$ cat config.mk
export PLATFORM = sky130hd
export DESIGN_NAME = blk_rev_pingpong
export DESIGN_NICKNAME = d
export VERILOG_FILES = /design/src/rtl/blk_rev_pkg.sv /design/src/rtl/blk_rev_bank.sv /design/src/rtl/blk_rev_delay.sv /design/src/rtl/blk_rev_ctrl.sv /design/src/rtl/blk_rev_pingpong.sv
export SDC_FILE = /design/constraint.sdc
export NUM_CORES = 1
export LEC_CHECK = 0
export BUFFER_PORTS_ARGS = -buffer_cell sky130_fd_sc_hd__buf_4
export CORE_MARGIN = 2
export CORE_UTILIZATION = 60
export CTS_CLUSTER_DIAMETER = 150
export CTS_CLUSTER_SIZE = 12
export DETAILED_ROUTE_END_ITERATION = 8
export HOLD_SLACK_MARGIN = 0.08
export PLACE_DENSITY = 0.79
export SETUP_SLACK_MARGIN = 0.5
export SLEW_MARGIN = 20
export SYNTH_ARGS = -nofsm -noshare
export SYNTH_HDL_FRONTEND = slang
export SYNTH_SLANG_ARGS = --single-unit
$ cat constraint.sdc
create_clock -name clk -period 2.1 [get_ports clk]
set_input_delay 0.21 -clock clk [delete_from_list [all_inputs] [get_ports clk]]
set_output_delay 0.21 -clock clk [all_outputs]
set_load 0.1 [all_outputs]
$ cat src/rtl/blk_rev_pkg.sv
package blk_rev_pkg;
   localparam int DEF_DATA_W = 10;
   localparam int DEF_DEPTH  = 3;

   // Width of a counter that must reach the value n inclusive
   function automatic int cnt_width(input int n);
      return (n < 2) ? 1 : $clog2(n + 1);
   endfunction
endpackage

$ cat src/rtl/blk_rev_bank.sv
module blk_rev_bank #(
   parameter int DATA_W = 10,
   parameter int DEPTH  = 3,
   localparam int IDX_W = $clog2(DEPTH)
) (
   input  logic              clk,
   input  logic              rst_n,
   input  logic              clr,
   input  logic              wr_en,
   input  logic [IDX_W-1:0]  wr_idx,
   input  logic [DATA_W-1:0] wr_data,
   input  logic [IDX_W-1:0]  rd_idx,
   output logic [DATA_W-1:0] rd_data
);
   logic [DATA_W-1:0] slot_q [DEPTH];

   always_ff @(posedge clk or negedge rst_n) begin
      if (!rst_n) begin
         for (int i = 0; i < DEPTH; i++) slot_q[i] <= '0;
      end else begin
         for (int i = 0; i < DEPTH; i++) begin
            if (wr_en && (int'(wr_idx) == i)) slot_q[i] <= wr_data;
            else if (clr)                     slot_q[i] <= '0;
         end
      end
   end

   assign rd_data = slot_q[rd_idx];
endmodule

$ cat src/rtl/blk_rev_delay.sv
module blk_rev_delay #(
   parameter int DATA_W = 10,
   parameter int STAGES = 3
) (
   input  logic              clk,
   input  logic              rst_n,
   input  logic [DATA_W-1:0] d_in,
   output logic [DATA_W-1:0] d_out
);
   logic [DATA_W-1:0] stage_q [STAGES];

   generate
      for (genvar g = 0; g < STAGES; g++) begin : g_stage
         always_ff @(posedge clk or negedge rst_n) begin
            if (!rst_n)      stage_q[g] <= '0;
            else if (g == 0) stage_q[g] <= d_in;
            else             stage_q[g] <= stage_q[(g == 0) ? 0 : g-1];
         end
      end
   endgenerate

   assign d_out = stage_q[STAGES-1];
endmodule

$ cat src/rtl/blk_rev_ctrl.sv
module blk_rev_ctrl #(
   parameter int DEPTH = 3,
   localparam int CNT_W = blk_rev_pkg::cnt_width(DEPTH),
   localparam int IDX_W = $clog2(DEPTH)
) (
   input  logic             clk,
   input  logic             rst_n,
   input  logic             swap,
   output logic             wr_sel,
   output logic [CNT_W-1:0] wcnt,
   output logic [CNT_W-1:0] rcnt,
   output logic             wr_room,
   output logic             rd_live,
   output logic [IDX_W-1:0] wr_idx,
   output logic [IDX_W-1:0] rd_idx
);
   localparam logic [CNT_W-1:0] FULL = CNT_W'(DEPTH);
   localparam logic [CNT_W-1:0] TOP  = CNT_W'(DEPTH - 1);

   assign wr_room = (wcnt < FULL);
   assign rd_live = (rcnt < FULL);
   assign wr_idx  = IDX_W'(wcnt);
   assign rd_idx  = IDX_W'(TOP - rcnt);

   always_ff @(posedge clk or negedge rst_n) begin
      if (!rst_n) begin
         wr_sel <= 1'b0;
         wcnt   <= '0;
         rcnt   <= FULL;   // read side starts exhausted (zeros)
      end else if (swap) begin
         wr_sel <= ~wr_sel;
         wcnt   <= '0;
         rcnt   <= '0;
      end else begin
         if (wr_room) wcnt <= wcnt + 1'b1;
         if (rd_live) rcnt <= rcnt + 1'b1;
      end
   end
endmodule

$ cat src/rtl/blk_rev_pingpong.sv
module blk_rev_pingpong #(
   parameter int DATA_W = blk_rev_pkg::DEF_DATA_W,
   parameter int DEPTH  = blk_rev_pkg::DEF_DEPTH
) (
   input  logic              clk,
   input  logic              rst_n,
   input  logic [DATA_W-1:0] din,
   input  logic              swap,
   input  logic              rev_en,
   output logic [DATA_W-1:0] dout
);
   localparam int CNT_W = blk_rev_pkg::cnt_width(DEPTH);
   localparam int IDX_W = $clog2(DEPTH);

   generate
      if (DATA_W < 1) begin : g_bad_width
         $error("blk_rev_pingpong: DATA_W must be at least 1");
      end
      if (DEPTH < 2) begin : g_bad_depth
         $error("blk_rev_pingpong: DEPTH must be at least 2");
      end
   endgenerate

   logic             wr_sel;
   logic [CNT_W-1:0] wcnt;
   logic [CNT_W-1:0] rcnt;
   logic             wr_room;
   logic             rd_live;
   logic [IDX_W-1:0] wr_idx;
   logic [IDX_W-1:0] rd_idx;
   logic [DATA_W-1:0] bank_rd [2];
   logic [DATA_W-1:0] dly_out;
   logic [DATA_W-1:0] rev_sample;
   logic [DATA_W-1:0] dout_q;

   blk_rev_ctrl #(.DEPTH(DEPTH)) ctrl_i (
      .clk     (clk),
      .rst_n   (rst_n),
      .swap    (swap),
      .wr_sel  (wr_sel),
      .wcnt    (wcnt),
      .rcnt    (rcnt),
      .wr_room (wr_room),
      .rd_live (rd_live),
      .wr_idx  (wr_idx),
      .rd_idx  (rd_idx)
   );

   generate
      for (genvar b = 0; b < 2; b++) begin : g_bank
         logic is_wr;
         assign is_wr = (wr_sel == 1'(b));
         blk_rev_bank #(.DATA_W(DATA_W), .DEPTH(DEPTH)) bank_i (
            .clk     (clk),
            .rst_n   (rst_n),
            .clr     (swap && !is_wr),   // bank becoming the write side starts empty
            .wr_en   (is_wr && wr_room),
            .wr_idx  (wr_idx),
            .wr_data (din),
            .rd_idx  (rd_idx),
            .rd_data (bank_rd[b])
         );
      end
   endgenerate

   blk_rev_delay #(.DATA_W(DATA_W), .STAGES(DEPTH)) dly_i (
      .clk   (clk),
      .rst_n (rst_n),
      .d_in  (din),
      .d_out (dly_out)
   );

   assign rev_sample = rd_live ? bank_rd[~wr_sel] : '0;

   always_ff @(posedge clk or negedge rst_n) begin
      if (!rst_n) dout_q <= '0;
      else        dout_q <= rev_en ? rev_sample : dly_out;
   end

   assign dout = dout_q;
endmodule

Word level (Yosys, flattened, before mapping)
Index checks and enable logic that the tools add are counted.
Word-level totals
  flip-flop bits (word level): 105
  bits in latches: 0
  RAM bits: 0
  bits in read-only memories: 0
  input port bits: 14
  output and inout port bits: 10
  word-level logic and storage cells: 68
  memories: 0
Cells by class
  $add $sub $neg: 3
  multiply operators: 0
  divide/modulo/power cells: 0
  magnitude comparators: 4
  eq/ne operators: 2
  shift-type cells: 0
  multiplexer cells: 23
  bitwise operators: 3
  reduce and logical (&&, ||, !) cells: 20
Operators by type and width (number)
  $mux 10: 17
  $bmux 10 s2: 2
  $reduce_bool 2->1: 8
  $logic_and 1x1->1: 10
  $mux 2: 4
  $add 2x1->2 const B: 2
  $eq 2x2->1 const B: 2
  $lt 2x2->1 const B: 2
  $ge 3x3->1 const B: 1
  $not 2->3: 1
  $ge 2x2->1 const B: 1
  $logic_not 2->1: 1
  $not 1->2: 1
  $sub 2x2->2 const A: 1
  $logic_not 1->1: 1
  $not 1->1: 1

Depth between registers and ports, before layout
Gate-level depths: netlist of the first run.
  depth after elaboration: 10
  depth in mapped cells: 5
  mapped depth without buffers: 5

Modules after synthesis
Synthesis of the first run repeated with hierarchy kept, for this count alone.
Second synthesis, totals
  cell total of the unflattened synthesis: 356
  area, all modules: 4875.9 sq um
By module, submodules not included
  blk_rev_bank: times used 2, cells each 123, area each 1640.3 sq um, seq. area each 750.7 sq um
  blk_rev_delay: times used 1, cells each 40, area each 825.8 sq um, seq. area each 750.7 sq um
  blk_rev_pingpong: times used 1, cells each 48, area each 521.8 sq um, seq. area each 250.2 sq um
  blk_rev_ctrl: times used 1, cells each 22, area each 247.7 sq um, seq. area each 127.6 sq um

Least setup slack after synthesis of the first run
OpenSTA, ideal clock, no wires.
  kind: register -> register
  start point: register ctrl_i.rcnt[0]
  end point: register dout_q[0], in the netlist dout[0]
  arrival: 1.498 ns
  required time: 1.959 ns
  path slack: 0.461 ns
  cell stages (with the launch flop): 6
  buffers on the path: 1
  period minus slack after synthesis: 1.639 ns
  cells stage by stage: dfstp_2 -> ha_1 -> and2_1 -> clkbuf_1 -> a222oi_1 -> o22ai_1
On the way
  cells in the longest elaborated chain, start to end: 10
  elaborated cells on any way between the ends: 14
  those cells by class: 1 x add/sub; 1 x order compare; 11 x mux; 1 x bitwise
RTL lines
  start, declared: line blk_rev_ctrl.sv:11  | output logic [CNT_W-1:0] rcnt,
  start signal, assigned: line blk_rev_ctrl.sv:36  | if (rd_live) rcnt <= rcnt + 1'b1;
  $sub 2x2->2: line blk_rev_ctrl.sv:23  | assign rd_idx = IDX_W'(TOP - rcnt);
  $not 2->3 (implied by the code): line blk_rev_bank.sv:28  | assign rd_data = slot_q[rd_idx];
  $bmux 10 s2: line blk_rev_bank.sv:28
  $mux 10 (implied by the code) (2 in series): line blk_rev_bank.sv:28
  $mux 10 (implied by the code) (3 in series): line blk_rev_pingpong.sv:73  | assign rev_sample = rd_live ? bank_rd[~wr_sel] : '0;
  $mux 10 (*): line blk_rev_pingpong.sv:73
  $mux 10 (*): line blk_rev_pingpong.sv:77  | else dout_q <= rev_en ? rev_sample : dly_out;
  end signal, assigned: line blk_rev_pingpong.sv:77
  end, declared: line blk_rev_pingpong.sv:34  | logic [DATA_W-1:0] dout_q;
Every way passes the cells marked *; elsewhere a longest branch is shown, timed or not. The select of a mux whose other input is x is not followed.
A chain may end at the register's enable or synchronous reset.

Worst setup path in the final report of the first run
  start point: register ctrl_i.rcnt[0]
  end point: register dout_q[5], in the netlist dout[5]
The elaborated chain is that of the path after synthesis.

==> results.md, run 1 <==
- Status: complete, no violations
- Final Hold Violating Endpoints: 0
- Largest net degree at the start of global routing: 46
- WL/cell: 25.2 um
- HP Start: swap
- Most numerous cell in the Yosys netlist: dfrtp_1
- Setup CP Type: flop to flop
- Synth Warn #: 0
- Post-synth ARST share: 1.00
- Worst path cell trace: ha_4 > and2_4 > buf_4 > a222oi_1 > o22ai_1
- Reg-to-reg slack, setup: 0.40 ns
- Unrepaired setup endpoints after global routing: true
- Critical path startpoint: ctrl_i.rcnt[0]$_DFFE_PN1P_
- Overall power: 7.62 mW
- Synth cell count leaders: dfrtp_1, a22o_1, mux2_2
- Gpl congestion: 0.793
- Post-Syn Area: 0.00411 mm^2
- Synth area leaders: dfrtp_1, a22o_1, mux2_2, mux2_4, a222oi_1
- Final WL: 10400 um
- # rows: 30
- Worst Hold Class: input port to flop
- CTS tree: done
- Number of antenna-violating nets in the routed design: 0
- Startpoint types: flop
- Clock network power share: 0.183
- Router iterations before antenna repair: 5
- Sw Ratio: 0.362
- GRT Resource Usage Total: 0.283
- Nets: 348
- Slew @ Worst Pin: 0.575 ns
- Die Ht: 86.8 um
- EDFF count, synth: 0
- Mapped Cells: 275
- Critical Path RT: 2.31 ns
- Setup TNS: 0 ns
- Max stage delay on crit path: 0.57 ns
- Power share of the combinational group: 0.422
- First-pass GRT wire length: 15500 um
- Design area: 0.00503 mm^2
- Vias per Instance: 6.78
- Setup-failing EPs final: 0
- Starting Density: 0.612
- GRT overflow: 0
- Via count: 2807
- Crit share post-route: 0.810
- Part of the power in registers: 0.396
- I/O Pins: 24
- Dpl ws: 0.0765 ns
- Max-cap violations: 0
- Iter 0 DRT Violations: 340
- Sequential share of the synthesized area: 0.640
- Skew-Pair Late Insertion Delay: 0.37 ns
- Worst Setup Slack, final: 0.399 ns
- Syn-to-layout area delta: 22.5%
- TritonCTS Buffers: 9
- N_diodes: 0
- Leakage power total: 2.41 nW
- Final core utilization: 0.749
- Worst Setup End Kind: flop
- Final min period: 1.70 ns
- Synth Area per Inst: 14.9 um^2
- Worst Skew: 0.0122 ns
- Cell Pwr Density: 1510 mW/mm^2
- Worst-path clk slew: 0.09 ns
- Placed Area: 0.00436 mm^2
- Die width: 86.8 um
- Post-DP HPWL: 5440 um
- Share of cells above drive strength 1: 0.341
- Maximum vdd drop: 0.783 mV
- Count of different cell masters after synthesis: 26
- Core area: 0.00672 mm^2
- Primary FF master, synth: dfrtp_1
- Drt drc: 0
- Pins Over Slew Limit: 0
- Crit Path Max Fanout: 5
- Vias in the first global route: 2833
- Reg-to-Reg Start: ctrl_i.rcnt[0]$_DFFE_PN1P_
- Synthesis-stage register bit count: 105
- Filler Cells Inserted: 379
- Largest area contributor in the netlist: dfrtp_1
- Internal Power: 4.86 mW
- CP arrival: 1.91 ns
- Layout Cells excl Fill: 414
- P_sw: 2.76 mW
- Slew headroom: 0.617
- CTS Root Cell: clkbuf_8
- Cell count after placement: 371
- H-tree levels: 3
- Maximum buffer depth of the clock tree: 2
- Buffers on Ports: 23
- Die ar.: 0.00753 mm^2
- Crit-path slowest cell: dfstp_2
- Syn Nets: 294
- Post-synth top area share: 0.627
- CTS sink count: 105
- Initial antenna violation count: 0
- Hold Slack: 0.114 ns
- Max Freq: 588 MHz
-- final cells by class --
type / instances / area, um^2 / share of cell area
Sequential cell: 105 / 2630 / 0.523
Multi-Input combinational cell: 142 / 1430 / 0.285
Timing Repair Buffer: 59 / 599 / 0.119
Clock buffer: 10 / 138 / 0.0273
Tap cell: 80 / 100 / 0.0199
Clock inverter: 6 / 87.6 / 0.0174
Inverter: 12 / 45.0 / 0.00895
-- state kept, by name (all words and copies together) (netlist names) --
register and flops:
ctrl_i.rcnt 2, ctrl_i.wcnt 2, ctrl_i.wr_sel 1, dly_i.d_out 10, dly_i.stage_q 20, dout 10, g_bank.bank_i.slot_q 60
-- power by group through the flow --
stage          Combinational (mW)  Sequential (mW)  Clock [mW]
2_1_floorplan                1.64             3.23           0
6_report                     3.21             3.01        1.39
4_1_cts                      2.78             2.99        1.39
5_1_grt                      3.36             3.07        1.50
3_5_place_dp                 2.51             2.98           0
3_3_place_gp                 2.43             2.95           0
-- metal layers --
layer / vias up / GRT usage / part of all wire
li1: 1146 / - / -
met3: 53 / 0.0848 / 0.088
met2: 182 / 0.437 / 0.49
met4: 0 / 0.111 / 0.044
met1: 1426 / 0.380 / 0.38
met5: - / 0 / 0
-- placed cells by master, fill, tap and decap left out, drive strengths merged --
| master | count |
|---|---|
| and2 | 2 |
| nor2 | 8 |
| nor2b | 1 |
| a21oi | 3 |
| mux2 | 30 |
| dfstp | 2 |
| bufinv | 2 |
| o22ai | 10 |
| clkinv | 2 |
| clkbuf | 11 |
| and3b | 3 |
| inv | 14 |
| and2b | 1 |
| a222oi | 10 |
| xor2 | 3 |
| buf | 47 |
| a22o | 60 |
| ha | 5 |
| dfrtp | 103 |
| mux2i | 2 |
| nor3b | 3 |
| dlygate4sd3 | 11 |
| nand2b | 1 |
-- kinds of logic (layout without fill, tap and decap cells) --
family                   Yosys count  after routing  synth area share
AO/OA/AOI/OAI                     83             83             0.174
XOR/XNOR                           3              3           0.00639
adder cells (fa/ha/maj)            5              5            0.0152
buffers and inverters             29             87            0.0374
flip-flops                       105            105             0.640
multiplexers                      32             32            0.0962
AND/OR/NAND/NOR                   18             19            0.0311
-- path summary, 6_finish.rpt --
kind                                                           endpoint  cells after the start
worst min register to register                 dly_i.d_out[4]$_DFF_PN0_                      0
worst max register to register                        dout[5]$_DFF_PN0_                      5
max in group asynchronous                    ctrl_i.rcnt[0]$_DFFE_PN1P_                      3
min in group asynchronous       g_bank[1].bank_i.slot_q[19]$_DFFE_PN0P_                      2
worst min-delay path                         ctrl_i.rcnt[1]$_DFFE_PN1P_                      2
worst max-delay path                                  dout[5]$_DFF_PN0_                      5
-- critical path, delay by kind of cell (launching register included) --
kind,cells,cell delay (ns)
fa+ha+maj,1,0.23
buf+inv,1,0.14
flops,1,0.57
compound gates,2,0.42
simple gates,1,0.19
-- timing repair --
action,4_1_cts,5_1_grt
hold buffers,11,0
endpoints found under the setup margin,70,44
buffers inserted,3,10
resized for setup,23,8
hold endpoints to repair,52,0
pin swaps,3,7
cloned,2,1
(Power assumes the default switching activity.)
==> inputs of run 2 (changes only) <==
==> constraint.sdc (replaced) <==
create_clock -name clk -period 1.6 [get_ports clk]
set_input_delay 0.16 -clock clk [delete_from_list [all_inputs] [get_ports clk]]
set_output_delay 0.16 -clock clk [all_outputs]
set_load 0.1 [all_outputs]
==> results.md, run 2 (synthesized netlist as in run 1, its figures left out) <==
- Worst Setup End Kind: flop
- Iter 0 DRT Violations: 345
- Startpoint types: flop
- HP Start: rev_en
- Initial antenna violation count: 0
- Number of antenna-violating nets in the routed design: 0
- Overall power: 10.2 mW
- Most common cell after layout, fill and taps aside: dfrtp_1
- I/O Pins: 24
- Skew-Pair Late Insertion Delay: 0.37 ns
- Critical Path RT: 1.85 ns
- Leakage power total: 2.54 nW
- Die ar.: 0.00753 mm^2
- Biggest register: g_bank.bank_i.slot_q
- Final min period: 1.60 ns
- Cell Pwr Density: 1920 mW/mm^2
- Top Registers: g_bank.bank_i.slot_q x60, dly_i.stage_q x20
- CP arrival: 1.86 ns
- Crit share post-route: 1.00
- H-tree levels: 3
- Share of cells above drive strength 1: 0.381
- Starting Density: 0.612
- Vias in the first global route: 2919
- Nets: 363
- Max reg flops: 60
- Syn-to-layout area delta: 29.6%
- Setup CP Type: flop to flop
- Status: complete, but fails checks
- CTS Root Cell: clkbuf_8
- Critical path startpoint: ctrl_i.wr_sel$_DFFE_PN0P_
- Post-DP HPWL: 5520 um
- Max stage delay on crit path: 0.46 ns
- Worst Setup Slack, final: -0.00456 ns
- Core area: 0.00672 mm^2
- First-pass GRT wire length: 16000 um
- CTS sink count: 105
- Die width: 86.8 um
- N_diodes: 0
- CP delay by family, top: buffers and inverters
- Reg-to-Reg Start: ctrl_i.wr_sel$_DFFE_PN0P_
- Final Hold Violating Endpoints: 0
- CTS tree: done
- Unrepaired setup endpoints after global routing: true
- Via count: 2832
- Maximum buffer depth of the clock tree: 2
- Hold Slack: 0.133 ns
- Largest net degree at the start of global routing: 42
- Router iterations before antenna repair: 6
- Buffers on Ports: 23
- Slew @ Worst Pin: 0.414 ns
- Crit-path slowest cell: dfrtp_2
- Worst Skew: 0.0144 ns
- WP buf/inv: 4
- Final WL: 10300 um
- Maximum vdd drop: 1.05 mV
- Die Ht: 86.8 um
- Gpl congestion: 0.807
- WL/cell: 24.1 um
- Slew headroom: 0.724
- Vias per Instance: 6.60
- Crit Path Max Fanout: 10
- Worst path cell trace: buf_6 > buf_16 > buf_12 > nor3b_4 > a21oi_2 > buf_12 > a22o_1
- Most frequent CP cell: buf_12
- GRT overflow: 0
- GRT Resource Usage Total: 0.292
- Drt drc: 0
- Worst Hold Class: input port to flop
- TritonCTS Buffers: 9
- Pins Over Slew Limit: 0
- # rows: 30
- Most frequent cells in the layout: dfrtp_1, a22o_1, buf_4
- Max-cap violations: 0
- Max Freq: 623 MHz
- Setup-failing EPs final: 2
- Failing checks: setup timing
- Worst-path clk slew: 0.09 ns
==> run 2: layout make-up <==
class / count / area [um^2]
fillers: 355 / 1390
well taps: 80 / 100
flip-flops and latches: 105 / 2630
repair buffers: 74 / 918
inverters: 12 / 45.0
multi-input cells: 142 / 1440
clock inverters: 5 / 36.3
clock buffers: 11 / 151
==> run 2: report_power, final <==
group | internal [mW] | leakage, nW | switching, mW
Combinational | 2.48 | 1.11 | 2.23
Sequential | 3.46 | 1.33 | 0.527
Clock | 0.660 | 0.100 | 0.879
Total | 6.60 | 2.54 | 3.63
==> run 2: metal layers <==
layer / vias to the layer above / part of all wire / GRT usage
met3: 28 / 0.070 / 0.0886
met1: 1478 / 0.41 / 0.393
met4: 0 / 0.031 / 0.118
li1: 1177 / - / -
met5: - / 0 / 0
met2: 149 / 0.49 / 0.448
==> run 2: timing repair <==
item,CTS,global route
gates cloned,3,0
setup endpoints to repair,82,83
endpoints found under the hold margin,76,0
setup buffers,10,5
pin swaps,9,13
resized for setup,45,20
hold buffers,12,0
==> run 2: stage by stage <==
stage,worst slack [ns],util,instance area [um^2],std cells,TNS [ns]
floorplan,0.0717,-,4210,275,0
finish,-0.00456,0.793,5330,429,-0.00760
global route,-0.0721,0.793,5330,429,-0.914
CTS,0.0305,0.769,5160,424,0
detailed placement,-0.374,0.677,4550,383,-3.20
global placement,-0.219,0.677,4550,383,-2.00
==> run 2: final timing paths <==
path	to	slack (ns)	cells after the start
setup reg to reg	g_bank[0].bank_i.slot_q[17]$_DFFE_PN0P_	-0.005	7
min in group asynchronous	g_bank[1].bank_i.slot_q[16]$_DFFE_PN0P_	0.26	2
hold / removal	dout[8]$_DFF_PN0_	0.13	2
hold reg to reg	dly_i.d_out[5]$_DFF_PN0_	0.35	0
max in group asynchronous	ctrl_i.rcnt[0]$_DFFE_PN1P_	0.67	3
setup / recovery	g_bank[0].bank_i.slot_q[17]$_DFFE_PN0P_	-0.005	7
